## config.mk

```make
export PLATFORM = sky130hd
export DESIGN_NAME = pi_speed_ctrl
export DESIGN_NICKNAME = d
export VERILOG_FILES = /design/src/rtl/pi_pkg.sv /design/src/rtl/pi_prop_unit.sv /design/src/rtl/pi_integ_unit.sv /design/src/rtl/pi_pwm_stage.sv /design/src/rtl/pi_speed_ctrl.sv
export SDC_FILE = /design/constraint.sdc
export NUM_CORES = 1
export LEC_CHECK = 0
export ABC_AREA = 1
export ABC_CLOCK_PERIOD_IN_PS = 8530
export CORE_MARGIN = 3
export CORE_UTILIZATION = 35
export DETAILED_ROUTE_END_ITERATION = 6
export MAX_ROUTING_LAYER = met4
export PLACE_DENSITY = 0.54
export SYNTH_ARGS = -nofsm -noshare
export SYNTH_HDL_FRONTEND = slang
export SYNTH_SLANG_ARGS = --single-unit
```

## constraint.sdc

```tcl
create_clock -name clk -period 8.53 [get_ports clk]
set_input_delay 2.1325 -clock clk [delete_from_list [all_inputs] [get_ports clk]]
set_output_delay 2.1325 -clock clk [all_outputs]
set_load 0.01 [all_outputs]
```

## src/rtl/pi_pkg.sv

```systemverilog
package pi_pkg;

    typedef enum logic [1:0] {
        SAT_NONE = 2'd0,
        SAT_LOW  = 2'd1,
        SAT_HIGH = 2'd2
    } sat_e;

    typedef struct packed {
        logic neg;
        logic zero;
    } err_sign_t;

    // Integration is refused when the error pushes the output deeper into a limit.
    function automatic logic integ_allowed(sat_e s, err_sign_t es);
        logic push_up;
        logic push_dn;
        push_up = (s == SAT_HIGH) && !es.neg && !es.zero;
        push_dn = (s == SAT_LOW) && es.neg;
        return !(push_up || push_dn);
    endfunction

endpackage

```

## src/rtl/pi_prop_unit.sv

```systemverilog
module pi_prop_unit #(
    parameter int EW = 13,
    parameter int GW = 10,
    localparam int PW = EW + GW + 1
) (
    input  logic signed [EW-1:0] err_i,
    input  logic        [GW-1:0] kp_i,
    output logic signed [PW-1:0] p_o
);
    logic signed [PW-1:0] err_x;
    logic signed [PW-1:0] kp_x;

    always_comb begin
        err_x = PW'(err_i);
        kp_x  = $signed(PW'({1'b0, kp_i}));
        p_o   = err_x * kp_x;
    end
endmodule

```

## src/rtl/pi_integ_unit.sv

```systemverilog
module pi_integ_unit #(
    parameter int EW      = 13,
    parameter int GW      = 10,
    parameter int AW      = 28,
    parameter int INT_MIN = -64000,
    parameter int INT_MAX = 64000,
    localparam int PW = EW + GW + 1
) (
    input  logic                 clk,
    input  logic                 rst,
    input  logic                 tick_i,
    input  logic                 hold_i,
    input  logic signed [EW-1:0] err_i,
    input  logic        [GW-1:0] ki_i,
    output logic signed [AW-1:0] acc_o
);
    localparam logic signed [AW:0] LIM_HI = (AW+1)'(INT_MAX);
    localparam logic signed [AW:0] LIM_LO = (AW+1)'(INT_MIN);

    logic signed [PW-1:0] err_x;
    logic signed [PW-1:0] ki_x;
    logic signed [PW-1:0] step;
    logic signed [AW:0]   sum_w;
    logic signed [AW:0]   sum_c;
    logic signed [AW-1:0] acc_q;

    always_comb begin
        err_x = PW'(err_i);
        ki_x  = $signed(PW'({1'b0, ki_i}));
        step  = err_x * ki_x;
        sum_w = (AW+1)'(acc_q) + (AW+1)'(step);
        if (sum_w > LIM_HI)      sum_c = LIM_HI;
        else if (sum_w < LIM_LO) sum_c = LIM_LO;
        else                     sum_c = sum_w;
    end

    always_ff @(posedge clk) begin
        if (rst)                   acc_q <= '0;
        else if (tick_i && !hold_i) acc_q <= AW'(sum_c);
    end

    assign acc_o = acc_q;


    acc_range_chk: assert property (@(posedge clk) disable iff (rst)
        ((AW+1)'(acc_q) <= LIM_HI) && ((AW+1)'(acc_q) >= LIM_LO));

    windup_hold_chk: assert property (@(posedge clk) disable iff (rst)
        (tick_i && hold_i) |=> $stable(acc_q));

    zero_ki_chk: assert property (@(posedge clk) disable iff (rst)
        (ki_i == '0) |=> $stable(acc_q));
endmodule

```

## src/rtl/pi_pwm_stage.sv

```systemverilog
module pi_pwm_stage #(
    parameter int DUTY_W  = 10,
    parameter int PWM_MAX = 1000
) (
    input  logic              clk,
    input  logic              rst,
    input  logic [DUTY_W-1:0] duty_i,
    output logic              pwm_o
);
    localparam logic [DUTY_W-1:0] LAST = DUTY_W'(PWM_MAX - 1);

    logic [DUTY_W-1:0] cnt_q, cnt_n;
    logic [DUTY_W-1:0] cmp_q, cmp_n;
    logic              pwm_q;

    always_comb begin
        if (cnt_q == LAST) begin
            cnt_n = '0;
            cmp_n = duty_i;
        end else begin
            cnt_n = cnt_q + 1'b1;
            cmp_n = cmp_q;
        end
    end

    always_ff @(posedge clk) begin
        if (rst) begin
            cnt_q <= '0;
            cmp_q <= '0;
            pwm_q <= 1'b0;
        end else begin
            cnt_q <= cnt_n;
            cmp_q <= cmp_n;
            pwm_q <= (cnt_n < cmp_n);
        end
    end

    assign pwm_o = pwm_q;


    cmp_reload_chk: assert property (@(posedge clk) disable iff (rst)
        (cnt_q != LAST) |=> $stable(cmp_q));

    cnt_bound_chk: assert property (@(posedge clk) disable iff (rst)
        cnt_q <= LAST);
endmodule

```

## src/rtl/pi_speed_ctrl.sv

```systemverilog
module pi_speed_ctrl
    import pi_pkg::*;
#(
    parameter int DW      = 12,
    parameter int GW      = 10,
    parameter int FRAC    = 6,
    parameter int DUTY_W  = 10,
    parameter int PWM_MAX = 1000,
    parameter int ACC_W   = DW + GW + 6,
    parameter int INT_MAX = 64000,
    parameter int INT_MIN = -64000
) (
    input  logic                 clk,
    input  logic                 rst,
    input  logic                 tick_i,
    input  logic signed [DW-1:0] setpoint_i,
    input  logic signed [DW-1:0] measured_i,
    input  logic        [GW-1:0] kp_i,
    input  logic        [GW-1:0] ki_i,
    output logic        [DUTY_W-1:0] duty_o,
    output logic                 pwm_o
);
    localparam int EW = DW + 1;
    localparam int PW = EW + GW + 1;
    localparam int SW = ACC_W + 1;
    localparam logic signed [SW-1:0] HALF = SW'(1) <<< (FRAC - 1);
    localparam logic signed [SW-1:0] TOP  = SW'(PWM_MAX);

    logic signed [EW-1:0]    err;
    err_sign_t               esign;
    logic signed [PW-1:0]    p_term;
    logic signed [ACC_W-1:0] i_term;
    logic signed [SW-1:0]    total;
    logic signed [SW-1:0]    rounded;
    sat_e                    sat;
    logic                    hold;
    logic [DUTY_W-1:0]       duty_n;
    logic [DUTY_W-1:0]       duty_q;

    always_comb begin
        err        = EW'(setpoint_i) - EW'(measured_i);
        esign.neg  = err[EW-1];
        esign.zero = (err == '0);
    end

    pi_prop_unit #(.EW(EW), .GW(GW)) u_prop (
        .err_i (err),
        .kp_i  (kp_i),
        .p_o   (p_term)
    );

    pi_integ_unit #(
        .EW(EW), .GW(GW), .AW(ACC_W), .INT_MIN(INT_MIN), .INT_MAX(INT_MAX)
    ) u_integ (
        .clk    (clk),
        .rst    (rst),
        .tick_i (tick_i),
        .hold_i (hold),
        .err_i  (err),
        .ki_i   (ki_i),
        .acc_o  (i_term)
    );

    always_comb begin
        total   = SW'(p_term) + SW'(i_term);
        rounded = (total + HALF) >>> FRAC;
        if (rounded >= TOP)                       sat = SAT_HIGH;
        else if (rounded[SW-1] || rounded == '0)  sat = SAT_LOW;
        else                                      sat = SAT_NONE;
        hold = !integ_allowed(sat, esign);
        case (sat)
            SAT_HIGH: duty_n = DUTY_W'(PWM_MAX);
            SAT_LOW:  duty_n = '0;
            default:  duty_n = DUTY_W'(rounded);
        endcase
    end

    always_ff @(posedge clk) begin
        if (rst)         duty_q <= '0;
        else if (tick_i) duty_q <= duty_n;
    end

    assign duty_o = duty_q;

    pi_pwm_stage #(.DUTY_W(DUTY_W), .PWM_MAX(PWM_MAX)) u_pwm (
        .clk    (clk),
        .rst    (rst),
        .duty_i (duty_q),
        .pwm_o  (pwm_o)
    );


    duty_cap_chk: assert property (@(posedge clk) disable iff (rst)
        duty_q <= DUTY_W'(PWM_MAX));

    duty_hold_chk: assert property (@(posedge clk) disable iff (rst)
        !tick_i |=> $stable(duty_q));

    reset_clear_chk: assert property (@(posedge clk)
        rst |=> (duty_q == '0 && !pwm_o));
endmodule

```

==> impl_metrics.json, run 1 <==
{
  "cpMaxStageDelayCell": "fa_1",
  "hp-class": "flop to flop",
  "ys.flop_type": "dfxtp_1",
  "dieArea_um2": 54700,
  "hpwl_um": 45800,
  "wl_um": 54900,
  "path_buf_inv": 8,
  "synthCells": 2555,
  "worstPathArrival_ps": 9040,
  "clkLatencyLatePin_ps": 360,
  "num_rows": 82,
  "synth_top_family_by_area": "adder cells",
  "worstSetupEndpointType": "flop",
  "firstDrtPassIters": 6,
  "grt_usage": 0.213,
  "cp_common_cell": "fa_1",
  "final_net_count": 3483,
  "worstSetupStartpointType": "primary input",
  "cp_slowest_stage_delay_ps": 620,
  "grt_use_met3": 0.0215,
  "clock_path_buffers": 2,
  "top_usage_layer": "met2",
  "outcome": "complete, but fails checks",
  "async_reset_ff_frac": 0,
  "ys_seq_area_frac": 0.0650,
  "final_common_cell": "inv_1",
  "post-route-period-util": 1.03,
  "fillers": 5056,
  "timing.hold.ws_ps": 489,
  "syn_avg_cell_area_um2": 7.11,
  "violations": "setup timing",
  "setup-tns-final_ps": -6930,
  "io_pins": 58,
  "drtIter0Drc": 935,
  "cap_violations": 0,
  "grt_pass1_vias": 17244,
  "multi_input_area_um2": 15800,
  "hold_buffers": 0,
  "drive_above_1_share": 0.264,
  "cpLargestDelayFamily": "adder cells",
  "final_cell_mix": "inv_1 (648), nand2_1 (515), buf_4 (325)",
  "timing.fmax_mhz": 114,
  "setup_ws_ps": -269,
  "regArea_um2": 1180,
  "antenna_found_initial": 0,
  "areaGrowthSynthToFinish_pct": 35.3,
  "worst_slew_pin_slew_ps": 687,
  "coreArea_um2": 50700,
  "grt-ovfl-total": 0,
  "place_area_um2": 22000,
  "path_class": "primary input to flop",
  "drc_errors": 0,
  "synth_nets": 3096,
  "portBuffers": 57,
  "cts_root_buf": "clkbuf_16",
  "cts_buffers": 9,
  "cp.required_ps": 8770,
  "finalCriticalPeriod_ps": 8800,
  "finalHoldViolCount": 0,
  "vias_per_cell": 4.65,
  "synth_adder_area_share": 0.472,
  "gp_congestion": 0.966,
  "skew_ps": 7.17,
  "detail-route-antenna-nets": 0,
  "rsz0062_at_grt": "true",
  "die-height_um": 234,
  "max_slew_margin": 0.541,
  "path_max_fanout": 6,
  "setup_viol_count_final": 34,
  "synth-compound-area-share": 0.0333,
  "cts_tree": "built",
  "finalMaxSlewViolations": 0,
  "use_met2": 0.338,
  "diodes": 0,
  "cts_max_level": 3,
  "synthXorXnorAreaFrac": 0.0206,
  "die-width_um": 234,
  "muxShareOfSynthArea": 0.00551,
  "fin_area_um2": 24600,
  "routedWlPerCell_um": 15.2,
  "yosys.cell_types.count": 44,
  "path_clk_slew_ps": 60,
  "yosysWarnings": 0,
  "vias": 16828,
  "grt_start_max_net_pins": 33,
  "ys_ff_latch": 59,
  "grt_util_met1": 0.298,
  "finish.utilization": 0.485,
  "cts_sinks": 59,
  "initial_core_util": 0.358,
  "grt_first_pass_wirelength_um": 88900,
  "synth_edf_count": 0,
  "netlist_area_um2": 18200,
  "synth-simple-area-share": 0.242
}
per-stage QoR:
step / cells / setup WS, ps
floorplan: 2555 / 1.55
global placement: 3552 / -1330
detailed placement: 3552 / -1340
CTS: 3606 / -78.9
global route: 3619 / -517
finish: 3619 / -269
timing repair:
| action | in CTS | in global routing |
|---|---|---|
| setup endpoints to repair | 38 | 38 |
| gates resized for setup | 318 | 193 |
| pin swaps | 103 | 170 |
| buffers inserted | 33 | 15 |
| gates cloned | 6 | 1 |
state kept, by name (all words and copies together) (netlist names):
name           flops
u_pwm.cmp_q       10
u_pwm.cnt_q       10
u_pwm.pwm_o        1
duty_o            10
u_integ.acc_o     28
logic make-up (layout without fill, tap and decap cells):
group	Yosys count	in the layout
buffers and inverters	774	1165
multiplexers	10	10
adder cells (fa/ha/maj)	494	494
AO/OA/AOI/OAI	109	109
XOR/XNOR	41	41
flip-flops	59	59
AND/OR/NAND/NOR	1068	1069
synthesized netlist by cell type (2+ instances only):
library cell  number  area [um2]
nor3_1            29         145
inv_2              7        26.3
clkinv_1           4        15.0
buf_1              2        7.51
o21bai_1           7        52.6
nor3_2             2        20.0
buf_6              3        33.8
nand2_1          600        2250
a22o_1             2        17.5
and2_1             3        18.8
a21o_1             6        45.0
nor4_1             7        43.8
clkbuf_1          39         146
buf_4              2        15.0
nor3b_2            2        25.0
nand3_1           91         455
or2_1              2        12.5
nand3b_1           8        60.1
nand4_1           29         181
xnor2_1           15         131
nor2_1           272        1020
inv_1            716        2690
xor2_2             2        32.5
nand2_2           10        62.6
a211oi_1           2        15.0
nor2_2             8        50.1
or2_2              2        12.5
mux2i_1           10         100
xor2_1            24         210
a21oi_1           65         325
ha_1             175        2190
dfxtp_1           59        1180
fa_1             319        6390
o21ai_0           21         105
path summary, 6_finish.rpt:
kind	from	end	slack, ps	cells after the start
hold / removal	u_pwm.cmp_q[0]$_SDFF_PP0_	u_pwm.cmp_q[0]$_SDFF_PP0_	490	2
setup / recovery	setpoint_i[0]	u_integ.acc_o[12]$_SDFFE_PP0P_	-270	40
setup reg to reg	u_integ.acc_o[4]$_SDFFE_PP0P_	u_integ.acc_o[12]$_SDFFE_PP0P_	3000	32
hold reg to reg	u_pwm.cmp_q[0]$_SDFF_PP0_	u_pwm.cmp_q[0]$_SDFF_PP0_	490	2
worst min-delay path: cells and delay by family (launching register included):
family	cells	cell delay [ps]
flops	1	310
mux	1	70
simple gates	1	80
routing by layer:
metal  vias up  share of wire
li1       8218              -
met1      8220           0.47
met2       335           0.47
met3        55          0.046
met4         0          0.017
met5         -              0
cell type report:
type / count / area share
Inverter: 727 / 0.113
Clock inverter: 7 / 0.00311
Tap cell: 672 / 0.0342
Sequential cell: 59 / 0.0481
Multi-Input combinational cell: 1723 / 0.644
Clock buffer: 9 / 0.00916
Timing Repair Buffer: 422 / 0.149
Power of run 1 is left out: the tool's default activity adds up to more than one toggle a clock period on the data nets, which glitch-free logic cannot reach.
==> inputs of run 2 (changes only) <==
GPL_TIMING_DRIVEN = 1   (was not set)
==> results of run 2 <==
Final layout, timing and power as in run 1 (identical DEF).
Power of run 2 is left out for the same reason.
